## config.mk

```make
export PLATFORM = sky130hd
export DESIGN_NAME = ibkpt_unit
export DESIGN_NICKNAME = d
export VERILOG_FILES = /design/src/rtl/ibkpt_pkg.sv /design/src/rtl/ibkpt_bank.sv /design/src/rtl/ibkpt_match.sv /design/src/rtl/ibkpt_reason.sv /design/src/rtl/ibkpt_unit.sv
export SDC_FILE = /design/constraint.sdc
export NUM_CORES = 1
export LEC_CHECK = 0
export BUFFER_PORTS_ARGS = -buffer_cell sky130_fd_sc_hd__buf_4
export CELL_PAD_IN_SITES_DETAIL_PLACEMENT = 0
export CELL_PAD_IN_SITES_GLOBAL_PLACEMENT = 2
export CORE_ASPECT_RATIO = 1.75
export CORE_UTILIZATION = 36
export CTS_CLUSTER_DIAMETER = 50
export DETAILED_ROUTE_END_ITERATION = 8
export HOLD_SLACK_MARGIN = 0.08
export PLACE_DENSITY = 0.92
export SYNTH_ARGS = -nofsm -noshare
export SYNTH_HDL_FRONTEND = slang
export SYNTH_SLANG_ARGS = --single-unit
```

## constraint.sdc

```tcl
create_clock -name clk -period 4.9 [get_ports clk]
set_input_delay 0.49 -clock clk [delete_from_list [all_inputs] [get_ports clk]]
set_output_delay 0.49 -clock clk [all_outputs]
set_load 0.02 [all_outputs]
```

## src/rtl/ibkpt_pkg.sv

```systemverilog
package ibkpt_pkg;
  localparam int unsigned REASON_W = 3;
  localparam logic [REASON_W-1:0] REASON_NONE  = 3'b000;
  localparam logic [REASON_W-1:0] REASON_IBKPT = 3'b001;
endpackage

```

## src/rtl/ibkpt_bank.sv

```systemverilog
module ibkpt_bank #(
  parameter int unsigned AW     = 32,
  parameter int unsigned NUM_BP = 2,
  parameter int unsigned SEL_W  = 2
) (
  input  logic                       clk,
  input  logic                       rst_n,
  input  logic                       wr,
  input  logic [SEL_W-1:0]           sel,
  input  logic [AW-1:0]              wdata,
  output logic [NUM_BP-1:0][AW-1:0]  bp_word
);
  for (genvar i = 0; i < NUM_BP; i++) begin : g_bp
    logic          we;
    logic          en_q, en_d;
    logic [AW-1:1] adr_q, adr_d;

    assign we = wr && (sel == SEL_W'(i));

    always_comb begin
      en_d  = we ? wdata[0]    : en_q;
      adr_d = we ? wdata[AW-1:1] : adr_q;
    end

    // enable bit is reset; address bits carry no reset
    always_ff @(posedge clk or negedge rst_n) begin
      if (!rst_n) en_q <= 1'b0;
      else        en_q <= en_d;
    end

    always_ff @(posedge clk) begin
      adr_q <= adr_d;
    end

    assign bp_word[i] = {adr_q, en_q};
  end
endmodule

```

## src/rtl/ibkpt_match.sv

```systemverilog
module ibkpt_match #(
  parameter int unsigned AW = 32
) (
  input  logic [AW-1:0] addr,
  input  logic [AW-1:0] bp_word,
  input  logic          half,
  output logic          match
);
  logic [AW-1:0] cmp_mask;

  always_comb begin
    cmp_mask       = '1;
    cmp_mask[1]    = half;
    cmp_mask[0]    = 1'b0;
    match = bp_word[0] && (((addr ^ bp_word) & cmp_mask) == '0);
  end
endmodule

```

## src/rtl/ibkpt_reason.sv

```systemverilog
module ibkpt_reason
  import ibkpt_pkg::*;
(
  input  logic                clk,
  input  logic                rst_n,
  input  logic                hit,
  input  logic                sw_we,
  input  logic [REASON_W-1:0] sw_data,
  output logic [REASON_W-1:0] reason_q
);
  logic                reason_ce;
  logic [REASON_W-1:0] reason_d;

  always_comb begin
    reason_ce = hit || sw_we;
    reason_d  = hit ? REASON_IBKPT : sw_data;
  end

  always_ff @(posedge clk or negedge rst_n) begin
    if (!rst_n)         reason_q <= REASON_NONE;
    else if (reason_ce) reason_q <= reason_d;
  end
endmodule

```

## src/rtl/ibkpt_unit.sv

```systemverilog
module ibkpt_unit
  import ibkpt_pkg::*;
#(
  parameter int unsigned AW     = 32,
  parameter int unsigned NUM_BP = 2,
  parameter int unsigned SEL_W  = $clog2(NUM_BP + 2)
) (
  input  logic                clk,
  input  logic                rst_n,
  input  logic                reg_wr,
  input  logic [SEL_W-1:0]    reg_sel,
  input  logic [AW-1:0]       reg_wdata,
  output logic [AW-1:0]       reg_rdata,
  input  logic [AW-1:0]       iaddr,
  input  logic                iaddr_vld,
  input  logic                isa_half,
  input  logic                dbg_en,
  output logic                bp_hit,
  output logic [REASON_W-1:0] entry_reason
);
  localparam logic [SEL_W-1:0] REASON_IDX = SEL_W'(NUM_BP);

  // asynchronous assert, synchronous release
  logic [1:0] rst_sync_q;
  logic       rst_ok;

  always_ff @(posedge clk or negedge rst_n) begin
    if (!rst_n) rst_sync_q <= 2'b00;
    else        rst_sync_q <= {rst_sync_q[0], 1'b1};
  end
  assign rst_ok = rst_sync_q[1];

  logic [NUM_BP-1:0][AW-1:0] bp_word;
  logic [NUM_BP-1:0]         bp_match;
  logic [NUM_BP-1:0]         bp_en;

  ibkpt_bank #(.AW(AW), .NUM_BP(NUM_BP), .SEL_W(SEL_W)) u_bank (
    .clk     (clk),
    .rst_n   (rst_ok),
    .wr      (reg_wr),
    .sel     (reg_sel),
    .wdata   (reg_wdata),
    .bp_word (bp_word)
  );

  for (genvar i = 0; i < NUM_BP; i++) begin : g_cmp
    assign bp_en[i] = bp_word[i][0];
    ibkpt_match #(.AW(AW)) u_match (
      .addr    (iaddr),
      .bp_word (bp_word[i]),
      .half    (isa_half),
      .match   (bp_match[i])
    );
  end

  assign bp_hit = iaddr_vld && dbg_en && (|bp_match);

  ibkpt_reason u_reason (
    .clk      (clk),
    .rst_n    (rst_ok),
    .hit      (bp_hit),
    .sw_we    (reg_wr && (reg_sel == REASON_IDX)),
    .sw_data  (reg_wdata[REASON_W-1:0]),
    .reason_q (entry_reason)
  );

  always_comb begin
    reg_rdata = '0;
    if (reg_sel == REASON_IDX) begin
      reg_rdata[REASON_W-1:0] = entry_reason;
    end else begin
      for (int i = 0; i < NUM_BP; i++) begin
        if (reg_sel == SEL_W'(i)) reg_rdata = bp_word[i];
      end
    end
  end
endmodule

```

==> results.md <==
- Of all cell types, the one taking the most synthesized area is edfxtp_1.
- The data arrival time of the critical path is around 2.2 ns.
- The floorplan row count is 46.
- The clock transition at the register clock pins on the worst setup and hold paths after CTS is 0.05 ns.
- The share of the yosys chip area belonging to registers is 60.9%.
- The kind of path behind the tightest hold check is reg2async.
- Headroom to the max-slew limit came out at approximately three fifths.
- Entering global routing, the biggest net connects 36 pins.
- Port buffering added 106 buffers.
- The peak supply drop is 0.292 mV.
- The TritonCTS clock tree is done.
- In this run the worst path has a maximum fanout of 4.
- The post-route fraction of the period consumed by the critical path is between 50% and 60%.
- The root cell of the clock tree is clkbuf_16.
- Sorting the synthesized cells by area gives the leading types as edfxtp_1, xor2_1, mux2i_1, dfrtp_1, nor2_1.
- The library cell used most frequently in the layout, excluding fill and tap cells, is buf_4.
- The flip-flop cell with the highest count after synthesis is edfxtp_1.
- For the pin with the worst max-slew slack, the measured transition is between 0.5 and 0.6 ns.
- Of all flip-flops after synthesis, the portion carrying an async set or reset was between 10% and 20%.
- The total overflow left after global routing is 0.
- The share of Yosys cell area claimed by the top area cell type is 55.6%.
- In this run, the number of DRC markers left after iteration 0 of detailed routing was between 50 and 60.
- The final hold violation count is 0.
- The number of DRC violations after detailed routing is 0.
- Summed over all nets, the switching power comes to about 0.36 mW.
- The via count of the first global-routing pass is between 2000 and 2500.
- The maximum clock path buffer count is 2.
- The core occupancy in the finished layout is around half.
- The number of cells upsized or downsized after cts is 0.
- Per report_power, the sequential group accounts for between 40 and 50% of the total.
- The final route contains approximately 2300 vias.
- Buffers added to address setup during post-CTS repair amount to 0.
- The clock network is responsible for between 40% and 50% of the overall power.
- The combinational fraction of design power is about 14%.
- The largest stage delay on the critical path is between 0.4 and 0.5 ns.
- The effective utilization at floorplan is between 30% and 40%.
- Once detailed placement completed, the half-perimeter wirelength came to around 6.0 mm.
- The count of flip-flops with a built-in enable after synthesis is a little over 60.
- Global routing used a little under a fifth of the available tracks across all layers.
- The routed via count divided by cell count is between 4 and 5.
- The first detailed-routing pass ran for 4 iterations.
- The clock net sink count is 69.
- The total internal power is 1.22 mW.
- After technology mapping, the gate count stands at 246.
- The cell leakage power is about 1.9 nW.
- Together, buffers and inverters on the worst path number 1.
- Compared with the post-synthesis result, the final layout area differs by 37.5%.
- The die outline height is between 100 and 150 um.
- Among all stages on the critical path, the largest delay is contributed by nor4_1.
- In the final layout, flip-flops and latches occupy between 2000 and 2500 um^2.
- The worst setup path is of the reg2out kind.
- Clock tree synthesis inserted a total of 9 buffers.
- After layout, the minimum clock period comes to around 2.7 ns.
- The final antenna diode count is 0.
- Walking the worst path, the cells encountered are xor2_1 -> nor4_1 -> nand4_1 -> nor3_1 -> or2_1 -> buf_4.
- The horizontal die dimension is between 70 and 80 um.
- The count of endpoints failing setup in the final report is 0.
- The proportion of layout cells with a drive suffix above 1 is 35.5%.
- The tool flagged a number of max-cap violations equal to 0.
- The synthesized netlist net count is 318.
- The netlist area before placement is 3350 um^2.
- The clock arrives with ~0.0031 ns of skew.
- The worst hold-check slack is 0.0830 ns.
- The placement-stage worst setup slack is roughly 2.3 ns.
- The number of routed nets with antenna violations is 0.
- The filler cells instantiated in the layout total slightly above 800.
- The post-route setup TNS is 0 ns.
- The completed layout was analyzed and its total power is approximately 1.6 mW.
- The run finished with clean final reports.
- The worst setup slack after layout is between 2 and 2.5 ns.
- The core region is 9040 um^2.
- The library cells used most frequently in the layout, excluding fill and tap cells, are buf_4, xor2_1, edfxtp_1.
- Synthesis inferred 69 register bits.
- The first global-routing pass estimated about 12 mm of wire.
- The highest clock rate is around 370 MHz.
- The capturing element type of the critical path is an output port.
- The mean post-synth cell area is between 10 and 15 um^2.
- The count of pins on the block boundary is 108.
- For the worst-skew pair, the clock arrives at the later sink with an insertion delay of ~0.32 ns.
- The wire length after detailed routing is roughly 8 mm.
- For this design the ratio of total power to cell area is around 340 nW/um^2.
- Summing all multi-input logic gate instances after layout gives about 1300 um^2.
- The startpoint kind of the worst setup timing path is a register.
- The required time at the worst-slack endpoint is between 4 and 5 ns.
- The number of synthesis warnings is 0.
- The total die area is ~9700 um^2.
- The clock tree synthesis step divided the H-tree into 3 levels.
- Routability-driven placement finished with a final weighted congestion of about 0.76.
- The setup slack of the worst register-to-register path is between 3 and 4 ns.
- The count of pins over their slew limit is 0.
- Setup repair after global routing left no endpoint under its margin.
- In the final routed layout, each cell accounts on average for approximately 17 um.
- The number of antenna violations at the first check in global routing is 0.
- In this design, the largest share of critical-path delay is due to simple AND/OR/NAND/NOR gates.
- At the end of the flow, the number of nets in the layout was 430.
- The number of unique standard cell types used by synthesis is 23.
- The switching share of power is between 20% and 30%.
## worst register-to-register path, delay by kind of cell, from the launching register on
family        cells  cell delay, ns
flops             1            0.39
xor+xnor          1            0.18
simple gates      4            1.13
## worst paths after layout
kind / depth (start not counted) / startpoint / endpoint
min: 0 / rst_sync_q[1]$_DFF_PN0_ / u_bank.g_bp[0].en_q$_DFFE_PN0P_
max reg2reg: 5 / u_bank.g_bp[0].adr_q[9]$_DFFE_PP_ / u_reason.reason_q[1]$_DFFE_PN0P_
max in group asynchronous: 2 / rst_n / rst_sync_q[0]$_DFF_PN0_
max: 6 / u_bank.g_bp[0].adr_q[9]$_DFFE_PP_ / bp_hit
min reg2reg: 0 / rst_sync_q[1]$_DFF_PN0_ / u_bank.g_bp[0].en_q$_DFFE_PN0P_
min in group clk: 1 / reg_wdata[15] / u_bank.g_bp[0].adr_q[15]$_DFFE_PP_
## cells in the mapped netlist (2+ instances only)
cell	instances
buf_1	3
edfxtp_1	62
nor3_1	5
nor2_1	29
mux2_2	3
nand3_1	3
nand2_1	6
dfrtp_1	7
mux2i_1	34
nand4_1	2
buf_2	3
clkbuf_1	2
nor4_1	14
xor2_1	62
o21ai_0	3
## registers in the layout (all words and copies together) (netlist names)
| signal | flops |
|---|---|
| u_bank.g_bp.adr_q | 62 |
| u_reason.reason_q | 3 |
| rst_sync_q | 2 |
| u_bank.g_bp.en_q | 2 |
## cell families (layout without fill, tap and decap cells)
family | after synthesis | in the layout | share of synthesized area [%]
DFF | 69 | 69 | 60.9
AOI/OAI and AO/OA | 4 | 4 | 1.27
xor gates and xnor gates | 62 | 62 | 16.2
and+or+nand+nor | 65 | 65 | 9.31
muxes | 37 | 37 | 11.2
buffers and inverters | 8 | 125 | 1.01
other | 1 | 1 | 0.112
## per-layer routing
metal	vias to the layer above	wire (um)	share of wire, %	global-route usage [%]
met1	1108	2760	34	18.8
li1	1108	-	-	-
met4	0	210	2.6	8.21
met5	-	0	0	0
met2	70	4800	59	33.9
met3	15	340	4.2	4.20
## power groups by stage
stage,Combinational (mW),Clock (mW),Sequential [mW]
2_1_floorplan,0.108,0,0.716
3_3_place_gp,0.227,0,0.713
3_5_place_dp,0.229,0,0.716
4_1_cts,0.231,0.669,0.704
5_1_grt,0.247,0.697,0.708
6_report,0.227,0.654,0.704
## area by class of cell
type | instances | area share, %
multi-input cells | 169 | 27.8
repair buffers | 109 | 17.8
well taps | 120 | 3.26
clock inverters | 4 | 0.979
clock buffers | 12 | 5.79
flip-flops and latches | 69 | 44.3
## repair_timing
action                                  CTS  global route
hold endpoints to repair                  2             0
hold buffers                              1             0
endpoints found under the setup margin    0             0
## per-stage QoR
step | instance area (um^2) | std cells
after floorplan | 3350 | 246
after global placement | 4280 | 466
after detailed placement | 4280 | 466
after CTS | 4600 | 483
after global routing | 4600 | 483
final | 4600 | 483
Power figures use the tool's default switching activity.
